File: src/rtl/op_pkg.sv
package op_pkg;
  localparam int unsigned INSTR_W = 16;
  localparam logic [3:0] OPC_ADD = 4'b0001;
  localparam logic [3:0] OPC_AND = 4'b0101;
  localparam logic [3:0] OPC_NOT = 4'b1001;

  typedef enum logic [1:0] {
    FN_ADD = 2'd0,
    FN_AND = 2'd1,
    FN_INV = 2'd2
  } alu_fn_e;
endpackage

File: src/rtl/op_decode.sv
module op_decode
  import op_pkg::*;
#(
  parameter int unsigned DATA_W = 16,
  parameter int unsigned IDX_W  = 3,
  parameter int unsigned IMM_W  = 5
) (
  input  logic               valid,
  input  logic [INSTR_W-1:0] word,
  output logic               wr_en,
  output logic [IDX_W-1:0]   dst_idx,
  output logic [IDX_W-1:0]   src_a_idx,
  output logic [IDX_W-1:0]   src_b_idx,
  output logic               use_imm,
  output logic [DATA_W-1:0]  imm_ext,
  output alu_fn_e            fn
);
  logic [3:0] opc;
  logic       reg_form_ok;
  logic       inv_form_ok;

  assign opc       = word[15:12];
  assign dst_idx   = word[11:9];
  assign src_a_idx = word[8:6];
  assign src_b_idx = word[2:0];
  assign use_imm   = word[5];
  assign imm_ext   = {{(DATA_W-IMM_W){word[IMM_W-1]}}, word[IMM_W-1:0]};

  assign reg_form_ok = word[5] | (word[4:3] == 2'b00);
  assign inv_form_ok = (word[5:0] == 6'b111111);

  always_comb begin
    fn    = FN_ADD;
    wr_en = 1'b0;
    unique case (opc)
      OPC_ADD: begin
        fn    = FN_ADD;
        wr_en = valid & reg_form_ok;
      end
      OPC_AND: begin
        fn    = FN_AND;
        wr_en = valid & reg_form_ok;
      end
      OPC_NOT: begin
        fn    = FN_INV;
        wr_en = valid & inv_form_ok;
      end
      default: begin
        fn    = FN_ADD;
        wr_en = 1'b0;
      end
    endcase
  end
endmodule

File: src/rtl/op_alu.sv
module op_alu
  import op_pkg::*;
#(
  parameter int unsigned DATA_W = 16
) (
  input  alu_fn_e           fn,
  input  logic [DATA_W-1:0] opa,
  input  logic [DATA_W-1:0] opb,
  output logic [DATA_W-1:0] res
);
  always_comb begin
    unique case (fn)
      FN_ADD:  res = opa + opb;
      FN_AND:  res = opa & opb;
      FN_INV:  res = ~opa;
      default: res = '0;
    endcase
  end
endmodule

File: src/rtl/op_regfile.sv
module op_regfile #(
  parameter int unsigned DATA_W = 16,
  parameter int unsigned REG_N  = 8,
  localparam int unsigned IDX_W = $clog2(REG_N)
) (
  input  logic              clk,
  input  logic              rst_n,
  input  logic              we,
  input  logic [IDX_W-1:0]  wa,
  input  logic [DATA_W-1:0] wd,
  input  logic [IDX_W-1:0]  ra_a,
  output logic [DATA_W-1:0] rd_a,
  input  logic [IDX_W-1:0]  ra_b,
  output logic [DATA_W-1:0] rd_b,
  input  logic [IDX_W-1:0]  ra_c,
  output logic [DATA_W-1:0] rd_c
);
  logic [DATA_W-1:0] regs_q [REG_N];

  for (genvar g = 0; g < REG_N; g++) begin : g_reg
    logic load_en;
    assign load_en = we & (wa == IDX_W'(g));
    always_ff @(posedge clk or negedge rst_n) begin
      if (!rst_n) begin
        regs_q[g] <= '0;
      end else if (load_en) begin
        regs_q[g] <= wd;
      end
    end
  end

  assign rd_a = regs_q[ra_a];
  assign rd_b = regs_q[ra_b];
  assign rd_c = regs_q[ra_c];
endmodule

File: src/rtl/op_flags.sv
module op_flags #(
  parameter int unsigned DATA_W = 16
) (
  input  logic              clk,
  input  logic              rst_n,
  input  logic              upd_en,
  input  logic [DATA_W-1:0] value,
  output logic              n_q,
  output logic              z_q,
  output logic              p_q
);
  logic n_d, z_d, p_d;

  always_comb begin
    z_d = (value == '0);
    n_d = value[DATA_W-1];
    p_d = ~z_d & ~n_d;
  end

  always_ff @(posedge clk or negedge rst_n) begin
    if (!rst_n) begin
      n_q <= 1'b0;
      z_q <= 1'b1;
      p_q <= 1'b0;
    end else if (upd_en) begin
      n_q <= n_d;
      z_q <= z_d;
      p_q <= p_d;
    end
  end
endmodule

File: src/rtl/op_unit.sv
module op_unit
  import op_pkg::*;
#(
  parameter int unsigned DATA_W = 16,
  parameter int unsigned REG_N  = 8,
  parameter int unsigned IMM_W  = 5,
  localparam int unsigned IDX_W = $clog2(REG_N)
) (
  input  logic               clk,
  input  logic               rst_n,
  input  logic               instr_valid,
  input  logic [INSTR_W-1:0] instr,
  input  logic [IDX_W-1:0]   rd_sel,
  output logic [DATA_W-1:0]  rd_data,
  output logic               flag_n,
  output logic               flag_z,
  output logic               flag_p
);
  logic              rst_meta_q, rst_sync_n;
  logic              wr_en, use_imm;
  logic [IDX_W-1:0]  dst_idx, src_a_idx, src_b_idx;
  logic [DATA_W-1:0] imm_ext, opa, reg_b, opb, wr_data;
  alu_fn_e           fn;

  always_ff @(posedge clk or negedge rst_n) begin
    if (!rst_n) begin
      rst_meta_q <= 1'b0;
      rst_sync_n <= 1'b0;
    end else begin
      rst_meta_q <= 1'b1;
      rst_sync_n <= rst_meta_q;
    end
  end

  op_decode #(.DATA_W(DATA_W), .IDX_W(IDX_W), .IMM_W(IMM_W)) u_dec (
    .valid     (instr_valid),
    .word      (instr),
    .wr_en     (wr_en),
    .dst_idx   (dst_idx),
    .src_a_idx (src_a_idx),
    .src_b_idx (src_b_idx),
    .use_imm   (use_imm),
    .imm_ext   (imm_ext),
    .fn        (fn)
  );

  op_regfile #(.DATA_W(DATA_W), .REG_N(REG_N)) u_rf (
    .clk   (clk),
    .rst_n (rst_sync_n),
    .we    (wr_en),
    .wa    (dst_idx),
    .wd    (wr_data),
    .ra_a  (src_a_idx),
    .rd_a  (opa),
    .ra_b  (src_b_idx),
    .rd_b  (reg_b),
    .ra_c  (rd_sel),
    .rd_c  (rd_data)
  );

  assign opb = use_imm ? imm_ext : reg_b;

  op_alu #(.DATA_W(DATA_W)) u_alu (
    .fn  (fn),
    .opa (opa),
    .opb (opb),
    .res (wr_data)
  );

  op_flags #(.DATA_W(DATA_W)) u_cc (
    .clk    (clk),
    .rst_n  (rst_sync_n),
    .upd_en (wr_en),
    .value  (wr_data),
    .n_q    (flag_n),
    .z_q    (flag_z),
    .p_q    (flag_p)
  );
endmodule

File: config.mk
export PLATFORM = sky130hd
export DESIGN_NAME = op_unit
export DESIGN_NICKNAME = d
export VERILOG_FILES = /design/src/rtl/op_pkg.sv /design/src/rtl/op_decode.sv /design/src/rtl/op_alu.sv /design/src/rtl/op_regfile.sv /design/src/rtl/op_flags.sv /design/src/rtl/op_unit.sv
export SDC_FILE = /design/constraint.sdc
export NUM_CORES = 1
export LEC_CHECK = 0
export CORE_ASPECT_RATIO = 0.8
export CORE_MARGIN = 2
export CORE_UTILIZATION = 51
export CTS_BUF_LIST = sky130_fd_sc_hd__clkbuf_16
export DETAILED_ROUTE_END_ITERATION = 8
export PLACE_DENSITY = 0.77
export RECOVER_POWER = 25
export SLEW_MARGIN = 20
export SYNTH_ARGS = -nofsm -noshare
export SYNTH_HDL_FRONTEND = slang
export SYNTH_SLANG_ARGS = --single-unit
File: constraint.sdc
create_clock -name clk -period 8.7 [get_ports clk]
set_input_delay 1.305 -clock clk [delete_from_list [all_inputs] [get_ports clk]]
set_output_delay 1.305 -clock clk [all_outputs]
set_load 0.005 [all_outputs]
Yosys cells after proc, flatten, opt, wreduce, memory -nomap -nowiden --
Cells that the tools add are included.
Storage, ports and cells: flip-flop bits (word level) 133, latch bits 0, bits in writable memories 0, bits in read-only memories 0, input bits 22, output and inout port bits 19, memories 0
Operators by class: $add $sub $neg 1, multiply operators 0, div/mod/pow operators 0, magnitude comparators 3, equality and inequality tests 13, shift operators 0, mux-type cells 13, bitwise operators 19, reductions and logical operators 5
Operator list (count):
- $bmux W16 S3 | 3
- $mux W16 | 7
- $pmux W16 S3 | 1
- $add A16 B16 Y16 | 1
- $and A16 B16 Y16 | 1
- $logic_not A16 Y1 | 1
- $not A16 Y16 | 1
- $eq A3 B3 Y1 const B | 4
- $ge A4 B4 Y1 const B | 3
- $not A3 Y4 | 3
- $and A1 B1 Y1 | 11
- $eq A3 B2 Y1 const B | 2
- $eq A6 B6 Y1 const B | 1
- $eq A4 B1 Y1 const B | 1
- $eq A4 B3 Y1 const B | 1
- $eq A4 B4 Y1 const B | 1
- $logic_not A2 Y1 | 2
- $pmux W2 S2 | 1
- $eq A3 B1 Y1 const B | 1
- $logic_not A3 Y1 | 1
- $eq A2 B1 Y1 const B | 1
- $eq A2 B2 Y1 const B | 1
- $not A1 Y1 | 2
- $pmux W1 S2 | 1
- 2 further kinds | 2

Longest topological paths before layout --
Gate-level depths: netlist of the first run.
depth after elaboration 10, mapped depth 18, depth with buffers taken out 13

Hierarchy --
A second synthesis of the first run with hierarchy kept.
Unflattened totals: cell total of the unflattened synthesis 672, area, all modules 9854.5 µm²
By module, submodules not included:
- op_regfile | times used 1, cells an instance 450, area an instance 8071.5 µm²
- op_alu | times used 1, cells an instance 154, area an instance 1068.5 µm²
- op_unit | times used 1, cells an instance 21, area an instance 302.8 µm²
- op_decode | times used 1, cells an instance 33, area an instance 254.0 µm²
- op_flags | times used 1, cells an instance 14, area an instance 157.7 µm²

Worst setup path after synthesis of the first run --
No wires, ideal clock.
path type input -> register, start point input port instr[0], end point register u_cc.p_q, setup time 0.119 ns, data arrival time 5.092 ns, required time 8.581 ns, slack 3.490 ns, cell stages on the path 14, cells stage by stage clkbuf_1 > buf_1 > mux4_2 > mux2i_1 > a21oi_1 > ha_1 > nand3_1 > o2111a_1 > or2_1 > xnor2_1 > a221oi_4 > o2111ai_1 > or4_1 > o21a_1
Between the ends: longest elaborated chain between the ends 10, elaborated cells between the ends (all ways) 15
RTL lines:
- start: declaration | line op_unit.sv:12 | input logic [INSTR_W-1:0] instr,
- $not A3 Y4 (implied by the code) | line op_regfile.sv:33 | assign rd_b = regs_q[ra_b];
- $bmux W16 S3 | line op_regfile.sv:33
- $mux W16 (implied by the code) (2 in a row) | line op_regfile.sv:33
- $mux W16 | line op_unit.sv:61 | assign opb = use_imm ? imm_ext : reg_b;
- $add A16 B16 Y16 / $and A16 B16 Y16 (equally long branches) | line op_alu.sv:13, op_alu.sv:14
- $pmux W16 S3 | line op_alu.sv:12 | unique case (fn)
- $logic_not A16 Y1 | line op_flags.sv:15 | z_d = (value == '0);
- $not A1 Y1 | line op_flags.sv:17 | p_d = ~z_d & ~n_d;
- $and A1 B1 Y1 | line op_flags.sv:17
- end signal: assignment | line op_flags.sv:28 | p_q <= p_d;
- end: declaration | line op_flags.sv:10 | output logic p_q
Parallel ways exist; a longest one is shown, timed or not. The select of a mux whose other input is x is not followed. A chain may end at the register's enable or synchronous reset.

Worst setup path after layout of the first run --
start point input port instr[7], end point register u_cc.p_q
Between the ends: longest elaborated chain between the ends 9, elaborated cells between the ends (all ways) 12
RTL lines:
- $not A3 Y4 (implied by the code) * | line op_regfile.sv:32 | assign rd_a = regs_q[ra_a];
- $bmux W16 S3 * | line op_regfile.sv:32
- $mux W16 (implied by the code) * (2 in a row) | line op_regfile.sv:32
- $add A16 B16 Y16, or another cell as far along | line op_alu.sv:13 | FN_ADD: res = opa + opb;
- $pmux W16 S3 * | line op_alu.sv:12
- $logic_not A16 Y1 | line op_flags.sv:15
- $not A1 Y1 | line op_flags.sv:17
- $and A1 B1 Y1 * | line op_flags.sv:17
Every way passes the cells marked *; elsewhere a longest branch is shown, timed or not. The select of a mux whose other input is x is not followed.

==> results of run 1 <==
==> state kept, by name, summed over array words and instances (netlist names) <==
| register | flops |
|---|---|
| rst_sync_n | 1 |
| u_cc.z_q | 1 |
| u_cc.p_q | 1 |
| u_rf.regs_q | 128 |
| u_cc.n_q | 1 |
| rst_meta_q | 1 |
==> through the flow <==
step	hold slack (ns)	worst slack, ns
floorplan	0.331	3.49
global placement	0.336	2.19
detailed placement	0.345	2.04
CTS	0.360	2.49
global route	0.371	1.72
finish	0.357	2.41
==> kinds of logic (layout without fill, tap and decap cells) <==
logic type,Yosys count,count (layout)
other,1,1
AND/OR/NAND/NOR,208,208
adder cells (fa/ha/maj),17,17
multiplexers,172,172
XOR/XNOR,7,7
flip-flops,133,133
buffers and inverters,83,103
AO/OA/AOI/OAI,209,209
==> worst max-delay path: stages <==
cell	delay [ns]
clkdlybuf4s50_1	1.13
mux4_1	0.66
mux2_2	0.30
ha_1	0.26
fa_1	0.48
a211oi_2	0.29
o21ai_0	0.20
nand2_1	0.13
xnor2_1	0.07
a222oi_1	0.89
nand4_1	0.17
or4_1	0.52
o21a_1	0.20
==> synth_stat cells, types with 2 or more instances <==
cell type and number:
o21ai_0 59, clkbuf_1 34, mux4_1 12, nor3_2 2
nand2b_1 6, buf_12 4, mux2_2 54, a222oi_1 2
a22oi_1 6, and3_1 4, a31oi_1 2, nor3_1 5
mux4_2 80, a211oi_1 5, nor4b_4 2, buf_2 12
nand2_1 62, o211ai_1 6, nand4_1 3, or3_1 2
a211oi_2 2, nor2b_1 10, mux2i_1 26, ha_1 16
a21oi_1 89, a21o_1 3, and2_1 4, nand3b_1 5
o21ai_1 7, buf_1 12, o2111a_1 2, or2_1 2
xnor2_1 6, a221oi_2 4, o21a_1 7, buf_6 7
dfrtp_1 132, inv_1 11, nand3_1 7, nor2_1 81
==> cell type report <==
class	count	area, um^2
clock buffers	17	425
clock inverters	15	133
fillers	1502	7710
inverters	13	48.8
multi-input cells	614	5610
flip-flops and latches	133	3330
well taps	230	288
repair buffers	58	514
==> per-layer routing <==
layer	GRT usage [%]	vias up
met5	0	-
met4	10.5	0
met3	9.01	52
met2	40.7	489
met1	40.8	3680
li1	-	3178
==> final timing paths <==
path | endpoint | cells past startpoint | from
worst min-delay path | rst_sync_n$_DFF_PN0_ | 0 | rst_meta_q$_DFF_PN0_
max in group asynchronous | u_rf.regs_q[24]$_DFFE_PN0P_ | 1 | rst_sync_n$_DFF_PN0_
worst max-delay path | u_cc.p_q$_DFFE_PN0P_ | 13 | instr[7]
worst min register to register | rst_sync_n$_DFF_PN0_ | 0 | rst_meta_q$_DFF_PN0_
min in group asynchronous | u_rf.regs_q[75]$_DFFE_PN0P_ | 0 | rst_sync_n$_DFF_PN0_
worst max register to register | u_rf.regs_q[24]$_DFFE_PN0P_ | 1 | rst_sync_n$_DFF_PN0_
==> report_power, final <==
part / switching [uW] / total [uW] / leakage (uW) / internal [uW]
clock network: 298 / 692 / 0.000272 / 394
registers: 135 / 877 / 0.00174 / 742
logic: 476 / 914 / 0.00237 / 438
==> results.md, run 1 <==
- Status: finished with violations
- Failing checks: capacitance limit, slew limit
- Yosys top cell by area: dfrtp_1
- Clk Latency, worst-skew pair: 0.44 ns
- First-pass DRT Iterations: 5
- Die Wd: 156 um
- Rows: 44
- Synth Area in XOR/XNOR: 0.654%
- Syn Inst Count: 830
- Antenna-violating nets left: 0
- First-pass GRT wire length: 41600 um
- Synthesized cell area: 9370 um^2
- Mux cell area share after synthesis: 31.9%
- RSZ-0062 raised after global routing: no
- Fin. max-slew vios: 134
- PostCTS Resize Cnt: 0
- Power, Total: 2480 uW
- Vias per Instance: 6.85
- Peak supply drop: 0.000128 V
- # setup viols final: 0
- Number of standard cells in the final layout excluding fillers: 1080
- Initial antenna violation count: 0
- Routed met2 length: 11700 um
- Setup tns final: 0 ns
- Startpoint Class: input port
- Core ar.: 18100 um^2
- Commonest non-fill, non-tap cell in the layout: dfrtp_1
- DR WL/cell: 24.6 um
- Clock buffer depth: 2
- Reg2Reg Setup Slack: 2.91 ns
- Root Buffer: clkbuf_16
- Die Footprint: 19500 um^2
- FF+latch count, synth: 133
- CTS sink cnt: 133
- Period utilization: 72.3%
- Met1 wire length: 11200 um
- Synth Flop Type: dfrtp_1
- Leading cell types in the layout, fill and taps excluded: 132 x dfrtp_1, 89 x a21oi_1, 81 x nor2_1
- Synth Area in Adders: 2.35%
- Top routing layer in use: met4
- CP max FO: 15
- IO Port Bufs: 40
- Arrival @ worst endpoint: 6.62 ns
- Final Hold Fails: 0
- Syn. warnings: 0
- I/O Pins: 41
- Async SR Flop Fraction: 100%
- Largest net degree at the start of global routing: 80
- Worst setup EP type: flop
- Post-Syn Nets: 869
- Htree depth: 4
- Hold-fix buffers, CTS: 0
- Total Routing Usage GR: 28.4%
- Global route overflow: 0
- 1st-iter DRT viols: 847
- Initial core utilization: 51.9%
- Syn Area/Cell: 11.3 um^2
- Layout net count: 876
- TritonCTS clock tree: done
- Slew headroom: -174%
- Lkg Pwr: 0.00439 uW
- Inst Count DP: 1047
- Seq/Total Area, Yosys: 35.5%
- Number of remaining DRC errors: 0
- Main combinational cell family by area after synthesis: multiplexers
- Post-Layout Inst Area: 10300 um^2
- Hold/Removal Path Class: flop to flop
- Final WL: 26600 um
- P per Cell Area: 240 nW/um^2
- Vias in the first global route: 7091
- Post-Synth Simple-Gate Area: 10.9%
- Post CTS Setup Buffer Count: 0
- Routed wl met3: 2950 um
- Area contributors post-synth: dfrtp_1 35%, mux4_2 19%, mux2_2 6.5%, a21oi_1 4.8%, mux4_1 3.4%
- Synth cell types: 75
- Crit path kind: input port to flop
- Syn-to-layout area delta: 10.4%
- Antenna cells: 0
- Compound-gate portion of the synthesized area: 13.8%
- Worst-Margin Slew: 4.10 ns
- Fmax: 159 MHz
- Share of layout cells above drive strength 1: 24.1%
- Data required, critical path: 9.03 ns
- Final Util: 57.3%
- Clk slew on worst S/H paths: 0.06 ns
- Skew final: 0.00879 ns
- Die Y: 125 um
- Via count: 7399
- Final Critical Period: 6.29 ns
- Post-synth top area share: 35.3%
- Routability cong.: 0.995
- Number of synthesized flops with an enable pin: 0
- Hpwl dp: 16700 um
- Max-cap violations: 2
- CTS buffer count: 17
- DP Area: 9790 um^2
Note: power is estimated with default switching activity, not from simulation.
==> run 2, diff against run 1 <==
--- a/config.mk
+++ b/config.mk
@@ -10,7 +10,7 @@
 export CORE_UTILIZATION = 51
 export CTS_BUF_LIST = sky130_fd_sc_hd__clkbuf_16
 export DETAILED_ROUTE_END_ITERATION = 8
-export PLACE_DENSITY = 0.77
+export PLACE_DENSITY = 0.8
 export RECOVER_POWER = 25
 export SLEW_MARGIN = 20
 export SYNTH_ARGS = -nofsm -noshare
==> constraint.sdc (replaced) <==
create_clock -name clk -period 5.38 [get_ports clk]
set_input_delay 0.807 -clock clk [delete_from_list [all_inputs] [get_ports clk]]
set_output_delay 0.807 -clock clk [all_outputs]
set_load 0.005 [all_outputs]
==> run 2 against run 1 <==
  * The flow still finishes with violations (capacitance limit, slew limit)
  * Die area unchanged
  * First-iteration DRC count grew 5.7%
  * Sequential share of layout area decreased by 0.60 points
  * Sequential power up 62%
  * Sequential cell count is the same
  * Final cell count grew 2.0%
==> results.md, run 2 (same netlist as run 1, synthesis figures left out) <==
- Status: finished with violations
- Failing checks: capacitance limit, slew limit
- P per Cell Area: 394 nW/um^2
- Htree depth: 4
- Clock buffer depth: 2
- Via count: 7479
- # setup viols final: 0
- Hpwl dp: 18200 um
- Leading cell types in the layout, fill and taps excluded: 132 x dfrtp_1, 89 x a21oi_1, 81 x nor2_1
- CTS buffer count: 17
- Final Hold Fails: 0
- Syn-to-layout area delta: 12.5%
- Setup tns final: 0 ns
- Max-cap violations: 1
- CTS sink cnt: 133
- Routability cong.: 0.993
- Startpoint Class: input port
- Antenna-violating nets left: 0
- Die Footprint: 19500 um^2
- Largest net degree at the start of global routing: 71
- Final Critical Period: 4.84 ns
- Share of layout cells above drive strength 1: 26.5%
- Post CTS Setup Buffer Count: 0
- CP max stage delay: 0.61 ns
- Reg with most FFs: u_rf.regs_q
- Vias per Instance: 6.79
- Met3 usage: 9.64%
- Rows: 44
- First-pass DRT Iterations: 7
- Count of buffer and inverter cells on the critical path: 2
- Crit path kind: input port to flop
- IO Port Bufs: 40
- DR WL/cell: 24.8 um
- Data required, critical path: 5.70 ns
- PostCTS Resize Cnt: 0
- Reg2Reg Setup Slack: 1.07 ns
- Initial core utilization: 51.9%
- Worst reg2reg endpoint: u_cc.p_q$_DFFE_PN0P_
- Skew final: 0.00879 ns
- Hold path depth: 0
- Vias in the first global route: 7519
- Period utilization: 90.0%
- Worst reg2reg path depth: 12
- DP Area: 9960 um^2
- I/O Pins: 41
- Slew headroom: -93.8%
- Multi-input logic area: 5600 um^2
- RSZ-0062 raised after global routing: no
- Die Y: 125 um
- CP max-delay cell: a222oi_1
- Total Routing Usage GR: 29.1%
- Final WL: 27300 um
- Most Used Layer, Global Route: met1
- Worst-path cell chain: clkdlybuf4s50_1 -> buf_4 -> mux4_2 -> mux2i_1 -> a21oi_1 -> ha_1 -> o21ai_1 -> o21ai_0 -> nand2_1 -> xnor2_1 -> a222oi_1 -> nand4_1 -> or4_1 -> o21a_1
- Number of fill cells: 1456
- Commonest non-fill, non-tap cell in the layout: dfrtp_1
- Initial antenna violation count: 0
- Hold/Removal Path Class: flop to flop
- Global-route met1 utilization: 41.7%
- FF+latch area: 3330 um^2
- Peak supply drop: 0.000229 V
- Hold-fix buffers, CTS: 0
- Worst R2R Start: u_rf.regs_q[80]$_DFFE_PN0P_
- Hold path start: rst_meta_q$_DFF_PN0_
- Clk slew on worst S/H paths: 0.07 ns
- CP delay by family, top: compound AO/OA/AOI/OAI gates
- Clk Latency, worst-skew pair: 0.43 ns
- Number of remaining DRC errors: 0
- Worst-Margin Slew: 2.91 ns
- Lkg Pwr: 0.00450 uW
- Global route overflow: 0
- Max reg flops: 128
- Die Wd: 156 um
- TritonCTS clock tree: done
- Fin. max-slew vios: 71
- 1st-iter DRT viols: 895
- Worst Hold End: rst_sync_n$_DFF_PN0_
- Arrival @ worst endpoint: 5.17 ns
- Layout net count: 897
- Worst setup EP type: flop
- Core ar.: 18100 um^2
- Root Buffer: clkbuf_16
- CP max FO: 31
- Met2 GRT Util: 41.5%
- Post-Layout Inst Area: 10500 um^2
- First-pass GRT wire length: 43000 um
- Fmax: 206 MHz
-- run 2: area by class of cell --
type / count / share of cell area (%)
Multi-Input combinational cell: 614 / 53.1
Sequential cell: 133 / 31.6
Timing Repair Buffer: 79 / 6.46
Clock buffer: 17 / 4.03
Tap cell: 230 / 2.73
Clock inverter: 15 / 1.58
Inverter: 13 / 0.463
Antenna cell: 1 / 0.0237
-- run 2: stage by stage --
step / utilization, % / hold slack, ns / instances / setup WS, ns / power, uW
detailed placement: 55.1 / 0.345 / 1069 / 0.213 / 2920
floorplan: - / 0.331 / 830 / 0.668 / 2430
CTS: 58.4 / 0.360 / 1101 / 0.643 / 4130
finish: 58.4 / 0.355 / 1102 / 0.537 / 4160
global route: 58.4 / 0.367 / 1101 / 0.298 / 4350
global placement: 55.1 / 0.339 / 1069 / 0.210 / 2890
-- run 2: worst max path at each step --
stage	from	endpoint	slack, ns	cells after the start
2_1_floorplan	instr[0]	u_cc.p_q$_DFFE_PN0P_	0.67	14
3_3_place_gp	instr[1]	u_cc.p_q$_DFFE_PN0P_	0.21	14
3_5_place_dp	instr[1]	u_cc.p_q$_DFFE_PN0P_	0.21	14
4_1_cts	instr[1]	u_cc.p_q$_DFFE_PN0P_	0.64	14
5_1_grt	instr[1]	u_cc.p_q$_DFFE_PN0P_	0.30	14
6_report	instr[1]	u_cc.p_q$_DFFE_PN0P_	0.54	14
-- run 2: power breakdown --
part	switching [uW]	leakage (uW)	internal (uW)	total, uW
Combinational	792	0.00248	748	1540
Clock	501	0.000281	693	1190
Sequential	223	0.00174	1200	1420
Total	1520	0.00450	2640	4160
-- run 2: layer usage --
layer  routed length, um  vias up
met5                   0        -
li1                    -     3221
met1               11200     3708
met2               12000      479
met3                3270       71
met4                 813        0
